### src/rtl/mbs_pkg.sv
package mbs_pkg;
    typedef enum logic [2:0] {
        ST_IDLE,
        ST_T1,
        ST_T2,
        ST_T3,
        ST_TW,
        ST_T4,
        ST_HOLD
    } bus_state_e;
endpackage

### src/rtl/mbs_ctrl.sv
module mbs_ctrl
    import mbs_pkg::*;
#(
    parameter int AW  = 20,
    parameter int DW  = 16,
    parameter int BEW = DW / 8
) (
    input  logic             clk,
    input  logic             rst,
    input  logic             req_valid,
    input  logic             req_write,
    input  logic             req_mem,
    input  logic [AW-1:0]    req_addr,
    input  logic [BEW-1:0]   req_be,
    input  logic [DW-1:0]    req_wdata,
    input  logic             ready,
    input  logic             hold,
    input  logic             lock,
    input  logic [DW-1:0]    ad_in,
    output bus_state_e       state,
    output logic             cur_write,
    output logic             cur_mem,
    output logic [AW-1:0]    cur_addr,
    output logic [BEW-1:0]   cur_be,
    output logic [DW-1:0]    cur_wdata,
    output logic [DW-1:0]    rd_data,
    output logic             req_accept
);
    bus_state_e nxt;
    logic       grant_due;
    logic       take_req;

    assign grant_due  = hold && !lock;
    assign req_accept = (state == ST_IDLE) && !grant_due;
    assign take_req   = req_valid && req_accept;

    always_comb begin
        nxt = state;
        unique case (state)
            ST_IDLE: begin
                if (grant_due)     nxt = ST_HOLD;
                else if (req_valid) nxt = ST_T1;
            end
            ST_T1:   nxt = ST_T2;
            ST_T2:   nxt = ST_T3;
            ST_T3:   nxt = ready ? ST_T4 : ST_TW;
            ST_TW:   nxt = ready ? ST_T4 : ST_TW;
            ST_T4:   nxt = ST_IDLE;
            ST_HOLD: nxt = hold ? ST_HOLD : ST_IDLE;
            default: nxt = ST_IDLE;
        endcase
    end

    always_ff @(posedge clk) begin
        if (rst) state <= ST_IDLE;
        else     state <= nxt;
    end

    always_ff @(posedge clk) begin
        if (rst) begin
            cur_write <= 1'b0;
            cur_mem   <= 1'b0;
            cur_addr  <= '0;
            cur_be    <= '0;
            cur_wdata <= '0;
            rd_data   <= '0;
        end else begin
            if (take_req) begin
                cur_write <= req_write;
                cur_mem   <= req_mem;
                cur_addr  <= req_addr;
                cur_be    <= req_be;
                cur_wdata <= req_wdata;
            end
            if ((state == ST_T3 || state == ST_TW) && ready && !cur_write)
                rd_data <= ad_in;
        end
    end
endmodule

### src/rtl/mbs_pins.sv
module mbs_pins
    import mbs_pkg::*;
#(
    parameter int AW  = 20,
    parameter int DW  = 16,
    parameter int BEW = DW / 8
) (
    input  bus_state_e       state,
    input  logic             cur_write,
    input  logic             cur_mem,
    input  logic [AW-1:0]    cur_addr,
    input  logic [BEW-1:0]   cur_be,
    input  logic [DW-1:0]    cur_wdata,
    output logic [DW-1:0]    ad_out,
    output logic             ad_oe,
    output logic [AW-DW-1:0] a_hi,
    output logic             bhe_n,
    output logic             ale,
    output logic             rd_n,
    output logic             wr_n,
    output logic             den_n,
    output logic             dtr,
    output logic             mio,
    output logic             bus_oe,
    output logic             hlda,
    output logic             done
);
    localparam int HIW = AW - DW;

    logic [HIW-1:0] status_nib;
    assign status_nib = {{(HIW-2){1'b0}}, cur_mem, cur_write};

    always_comb begin
        ale    = 1'b0;
        rd_n   = 1'b1;
        wr_n   = 1'b1;
        den_n  = 1'b1;
        ad_oe  = 1'b0;
        ad_out = '0;
        a_hi   = status_nib;
        bhe_n  = 1'b1;
        bus_oe = 1'b1;
        hlda   = 1'b0;
        done   = 1'b0;
        dtr    = cur_write;
        mio    = cur_mem;
        unique case (state)
            ST_IDLE: ;
            ST_T1: begin
                ale    = 1'b1;
                ad_oe  = 1'b1;
                ad_out = cur_addr[DW-1:0];
                a_hi   = cur_addr[AW-1:DW];
                bhe_n  = ~cur_be[BEW-1];
            end
            ST_T2, ST_T3, ST_TW: begin
                den_n = 1'b0;
                if (cur_write) begin
                    wr_n   = 1'b0;
                    ad_oe  = 1'b1;
                    ad_out = cur_wdata;
                end else begin
                    rd_n = 1'b0;
                end
            end
            ST_T4: begin
                done = 1'b1;
                if (cur_write) begin
                    den_n  = 1'b0;
                    ad_oe  = 1'b1;
                    ad_out = cur_wdata;
                end
            end
            ST_HOLD: begin
                bus_oe = 1'b0;
                hlda   = 1'b1;
            end
            default: ;
        endcase
    end
endmodule

### src/rtl/mux_bus_seq.sv
module mux_bus_seq
    import mbs_pkg::*;
#(
    parameter int AW = 20,
    parameter int DW = 16
) (
    input  logic             clk,
    input  logic             rst,
    input  logic             req_valid,
    input  logic             req_write,
    input  logic             req_mem,
    input  logic [AW-1:0]    req_addr,
    input  logic [DW/8-1:0]  req_be,
    input  logic [DW-1:0]    req_wdata,
    output logic             req_accept,
    output logic             done,
    output logic [DW-1:0]    rd_data,
    output logic [DW-1:0]    ad_out,
    input  logic [DW-1:0]    ad_in,
    output logic             ad_oe,
    output logic [AW-DW-1:0] a_hi,
    output logic             bhe_n,
    output logic             ale,
    output logic             rd_n,
    output logic             wr_n,
    output logic             den_n,
    output logic             dtr,
    output logic             mio,
    output logic             bus_oe,
    input  logic             ready,
    input  logic             hold,
    output logic             hlda,
    input  logic             lock
);
    localparam int BEW = DW / 8;

    bus_state_e       state;
    logic             cur_write;
    logic             cur_mem;
    logic [AW-1:0]    cur_addr;
    logic [BEW-1:0]   cur_be;
    logic [DW-1:0]    cur_wdata;

    mbs_ctrl #(.AW(AW), .DW(DW), .BEW(BEW)) ctrl_i (
        .clk        (clk),
        .rst        (rst),
        .req_valid  (req_valid),
        .req_write  (req_write),
        .req_mem    (req_mem),
        .req_addr   (req_addr),
        .req_be     (req_be),
        .req_wdata  (req_wdata),
        .ready      (ready),
        .hold       (hold),
        .lock       (lock),
        .ad_in      (ad_in),
        .state      (state),
        .cur_write  (cur_write),
        .cur_mem    (cur_mem),
        .cur_addr   (cur_addr),
        .cur_be     (cur_be),
        .cur_wdata  (cur_wdata),
        .rd_data    (rd_data),
        .req_accept (req_accept)
    );

    mbs_pins #(.AW(AW), .DW(DW), .BEW(BEW)) pins_i (
        .state     (state),
        .cur_write (cur_write),
        .cur_mem   (cur_mem),
        .cur_addr  (cur_addr),
        .cur_be    (cur_be),
        .cur_wdata (cur_wdata),
        .ad_out    (ad_out),
        .ad_oe     (ad_oe),
        .a_hi      (a_hi),
        .bhe_n     (bhe_n),
        .ale       (ale),
        .rd_n      (rd_n),
        .wr_n      (wr_n),
        .den_n     (den_n),
        .dtr       (dtr),
        .mio       (mio),
        .bus_oe    (bus_oe),
        .hlda      (hlda),
        .done      (done)
    );
endmodule

### config.mk
export PLATFORM = sky130hd
export DESIGN_NAME = mux_bus_seq
export DESIGN_NICKNAME = d
export VERILOG_FILES = /design/src/rtl/mbs_pkg.sv /design/src/rtl/mbs_ctrl.sv /design/src/rtl/mbs_pins.sv /design/src/rtl/mux_bus_seq.sv
export SDC_FILE = /design/constraint.sdc
export NUM_CORES = 1
export LEC_CHECK = 0
export BUFFER_PORTS_ARGS = -buffer_cell sky130_fd_sc_hd__buf_4
export CAP_MARGIN = 10
export CORE_MARGIN = 8
export CORE_UTILIZATION = 50
export CTS_CLUSTER_DIAMETER = 120
export DETAILED_ROUTE_END_ITERATION = 16
export GPL_ROUTABILITY_DRIVEN = 0
export PLACE_DENSITY = 0.92
export SLEW_MARGIN = 5
export SYNTH_ARGS = -nofsm -noshare
export SYNTH_HDL_FRONTEND = slang
export SYNTH_SLANG_ARGS = --single-unit
export TNS_END_PERCENT = 10
### constraint.sdc
create_clock -name clk -period 4.7 [get_ports clk]
set_clock_uncertainty 0.15 [all_clocks]
set_input_delay 0.705 -clock clk [delete_from_list [all_inputs] [get_ports clk]]
set_output_delay 0.705 -clock clk [all_outputs]
set_load 0.05 [all_outputs]
**Word level (Yosys, flattened, before mapping)**

Index checks and enable logic that the tools add are counted.

- Shifts and indexed selects: 0
- Divide/modulo/power cells: 0
- Equality and inequality tests: 7
- Add/subtract/negate cells: 0
- $mul: 0
- Reductions and logical operators: 13
- Muxes and demuxes: 19
- Magnitude comparators: 0
- Bitwise operators: 1

Operators with widths:

| operator | number |
|---|---|
| $pmux 16 s2 | 1 |
| $mux 16 | 1 |
| $pmux 3 s5 | 1 |
| $mux 1 | 10 |
| $eq 3x3->1 const B | 3 |
| $mux 3 | 3 |
| $eq 3x2->1 const B | 2 |
| $logic_and 1x1->1 | 5 |
| $mux 4 | 1 |
| $pmux 1 s2 | 2 |
| $reduce_or 4->1 | 1 |
| $eq 3x1->1 const B | 1 |
| $logic_not 1->1 | 3 |
| $logic_not 3->1 | 1 |
| $ne 3x2->1 const B | 1 |
| $reduce_or 3->1 | 1 |
| $reduce_or 2->1 | 1 |
| $logic_or 1x1->1 | 1 |
| $not 1->1 | 1 |

- Latch bits: 0
- Bits in read-only memories: 0
- Memories kept: 0
- Memory bits (writable): 0
- Register bits after elaboration: 59
- Logic and storage cells: 47

**Depth between registers and ports, before layout**

- Word-level depth: 5
- Mapped depth: 6

**By module**

From an unflattened synthesis, not the netlist that was laid out.

- Cells, all modules: 249
- Area, all modules: 2538.7 um2

Modules (own cells, without submodules):

| module | instances | area an instance (um2) | cells each |
|---|---|---|---|
| mbs_ctrl | 1 | 2202.1 | 208 |
| mbs_pins | 1 | 336.6 | 41 |

**Worst setup path before layout**

No wires, ideal clock.

- Path kind: flip-flop to output port
- Start: register ctrl_i.state[2]
- End: output port ad_out[10]
- Slack: 1.860 ns
- Arrival: 1.985 ns
- Cell stages (with the launch flop): 5
- Buffers on the path: 2
- Cell sequence: dfxtp_1 -> buf_2 -> nor3b_2 -> clkbuf_1 -> a22o_1

- Word-level cells in the longest chain between the ends: 3
- Elaborated cells on any way between the ends: 7
- Those cells by class: eq/ne (5); mux (1); reduce/logical (1)

Ends and longest elaborated chain:

| what | RTL line | source |
|---|---|---|
| start: declaration | mbs_ctrl.sv:20 | `output bus_state_e state,` |
| start signal: assignment | mbs_ctrl.sv:56 | `else state <= nxt;` |
| $eq 3x2->1 / $eq 3x3->1 (equally long branches) | mbs_pins.sv:47 | `unique case (state)` |
| $reduce_or 4->1 (no line) | -- |  |
| $pmux 16 s2 (*) | mbs_pins.sv:47 |  |
| end: declaration | mux_bus_seq.sv:18 | `output logic [DW-1:0] ad_out,` |

Mark *: on every way between the ends. The rest lies on a longest branch, timed or not.

**Worst setup path after layout**

- Start: register ctrl_i.state[0]
- End: output port a_hi[1]

- Word-level cells in the longest chain between the ends: 2

Ends and longest elaborated chain:

| what | RTL line | source |
|---|---|---|
| $eq 3x1->1 | mbs_pins.sv:47 |  |
| $mux 4 | mbs_pins.sv:47 |  |
| end: declaration | mux_bus_seq.sv:21 | `output logic [AW-DW-1:0] a_hi,` |

Every way passes these cells.

==> results by group <==
Pwr
  • P_sw: about 0.52 mW
  • Power, Total: around 1.5 mW
  • Worst vdd ir: approximately 0.00032 V
  • Net Sw Frac: 0.357
  • Share of total power in the clock network: 0.297
  • Part of the power in registers: 0.404
  • Leakage: between 1 and 1.5 nW
  • Pwr per Cell Area: 431 nW/um^2
  • Comb power frac: 0.299
  • Pint: just over 0.9 mW

Worst setup path
  • Crit path DAT: 2430 ps
  • Worst Setup End Kind: output port
  • Setup CP Type: reg2out
  • Crit path buffers/inverters: 1
  • Startpoint types: flop
  • Slowest CP cell: nor3b_4
  • Critical-path maximum fanout: 24
  • CP Data Required Time: roughly 3900 ps
  • CP top delay family: simple AND/OR/NAND/NOR gates
  • Slowest stage delay, CP: roughly 920 ps
  • Crit path cell chain: nor3b_4, mux2_2, buf_4

Status
  • Outcome: complete, no violations

Global route
  • Vias in the first global route: roughly 2400
  • First-pass GRT wire length: roughly 11000 um
  • Largest net degree at the start of global routing: 57
  • Overflow after GRT: 0
  • Initial antenna violation count: 0
  • GR Util All Layers: 0.195

Synthesis
  • Netlist cell types: 31
  • Yosys warns: 0
  • Syn Area/Cell: ~7.9 um^2
  • Area contributors post-synth: dfxtp_1, nand2_1, a21oi_1
  • Sequential fraction of the synthesis area: 0.486
  • Syn nets: ~370
  • Cell count after synthesis: roughly 300
  • Synth top area share: 0.486
  • Synthesized flop and latch total: 58
  • Area leader, netlist: dfxtp_1
  • Synthesized area: ~2400 um^2

Layout
  • Util after Layout: 0.723
  • Layout cells sized above 1: 0.322
  • Area Overhead vs Synth: 41.0%
  • Layout Nets: between 400 and 500
  • # diodes: 0

Floorplan
  • I/O Pins: 110
  • Die area: between 7000 and 8000 um^2
  • FP Rows: 25
  • Initial Util: 0.513
  • Die W: 85.1 um
  • DIE HEIGHT: 85.1 um
  • Core Region: around 4700 um^2

Clock tree
  • Max clock buf depth: 2
  • Worst-Skew Late Latency: 330 ps
  • CTS Root Cell: clkbuf_8
  • Clock sink count: 58
  • # H-tree levels: 3
  • Clk slew on worst S/H paths: about 60 ps
  • Post_cts resized: 0
  • Hold Buf Count CTS: 0
  • CTS tree: built
  • Num CTS Buffers: 9
  • Setup bufs post-CTS: 0

Timing
  • Unrepaired setup endpoints after global routing: no
  • Worst-margin pin slew: 1020 ps
  • Final slew viol count: 0
  • Fin. Hold Viols: 0
  • Final period util: 0.698
  • Final setup fails: 0
  • Setup TNS Final: 0 ps
  • Final hold slack: approximately 300 ps
  • Max_slew headroom: 0.317
  • Fmax: 305 MHz
  • Period minus WS final: between 3000 and 4000 ps

Detailed routing
  • Pre-antenna DRT Iters: 4
  • Remaining DRCs: 0
  • Routed vias/inst: 5.23
  • DRT iter0 DRCs: approximately 200
  • Final WL: roughly 6900 um
  • Total number of vias: roughly 2400
  • Per-cell routed wire length: about 15 um
  • Antenna-violating nets left: 0

Hold path
  • Hold WC Path Type: reg2reg

Place
  • PortBufs: about 110
  • Hpwl dp: between 4000 and 5000 um

Run
  • Number of max-cap violations: 0
==> layer usage <==
metal	vias to the layer above	wire (um)	GRT usage
li1	1211	-	-
met1	1080	2640	0.206
met2	101	3320	0.315
met3	18	772	0.100
met4	0	191	0.0890
met5	-	0	0
==> per-stage QoR <==
step	std cells	cell area, um^2	setup slack (ps)
detailed placement	446	3190	1760
global placement	446	3190	1790
CTS	461	3370	1410
finish	461	3370	1420
global route	461	3370	1260
floorplan	304	2390	1860
==> sequential cells by signal, indices dropped and copies added, names as in the netlist <==
signal            flops
ctrl_i.state          3
ctrl_i.cur_wdata     16
ctrl_i.cur_mem        1
ctrl_i.rd_data       16
ctrl_i.cur_be         1
ctrl_i.cur_write      1
ctrl_i.cur_addr      20
==> final timing paths <==
path,from,slack (ps),depth (start not counted),to
setup reg to reg,ctrl_i.state[2],2530,4,ctrl_i.rd_data[5]
hold reg to reg,ctrl_i.rd_data[10],300,2,ctrl_i.rd_data[10]
hold / removal,ctrl_i.rd_data[10],300,2,ctrl_i.rd_data[10]
setup / recovery,ctrl_i.state[0],1420,3,a_hi[1]
==> cell usage in the layout (no fill, tap or decap), types with 3 or more instances in the layout <==
cell type,count
clkinv_2,4
a22o_1,16
and2_1,3
dfxtp_1,58
a21oi_1,59
nor2_1,4
clkbuf_8,9
nand2_1,112
nand2b_1,4
buf_4,110
==> tightest hold or removal path: stages, from the launching register on <==
cell	delay [ps]
dfxtp_1	310
nand2_1	50
a21oi_1	50
==> cells by family (layout without fill, tap and decap cells) <==
family	Yosys count	count (layout)	share of synthesized area
AND/OR/NAND/NOR	136	136	0.244
multiplexers	2	2	0.00942
buffers and inverters	24	127	0.0461
flip-flops	58	58	0.486
AO/OA/AOI/OAI	84	84	0.215
==> area by class of cell <==
cell class | instances | area, um^2
clock buffer | 9 | 124
multi-input combinational | 222 | 1120
inverter | 2 | 7.51
clock inverter | 6 | 58.8
tap | 54 | 67.6
fill | 380 | 1290
timing repair buffer | 110 | 826
sequential | 58 | 1160
==> cell usage after synthesis <==
cell type / number
o21ai_0: 2
a211o_1: 1
nor3_1: 1
and2_1: 3
nand2_1: 112
buf_2: 7
dfxtp_1: 58
and3b_1: 1
nand2b_1: 4
or3b_4: 1
mux2_2: 2
or3_1: 1
inv_1: 2
or2_2: 1
and4b_1: 1
clkbuf_1: 13
a211oi_4: 1
nand3b_1: 1
o21bai_1: 1
o21a_1: 2
buf_4: 1
a21oi_1: 59
nor2b_1: 2
o41ai_1: 1
nor2_1: 4
buf_6: 1
a211oi_1: 1
nor3b_2: 1
nor3b_1: 2
nand4b_1: 1
a22o_1: 16
==> power groups by stage <==
stage | sequential, mW | clock [mW] | combinational (mW)
finish | 0.587 | 0.431 | 0.434
global route | 0.595 | 0.470 | 0.469
CTS | 0.587 | 0.441 | 0.437
detailed placement | 0.597 | 0 | 0.436
global placement | 0.594 | 0 | 0.429
floorplan | 0.612 | 0 | 0.285
Note: power is estimated with default switching activity, not from simulation.
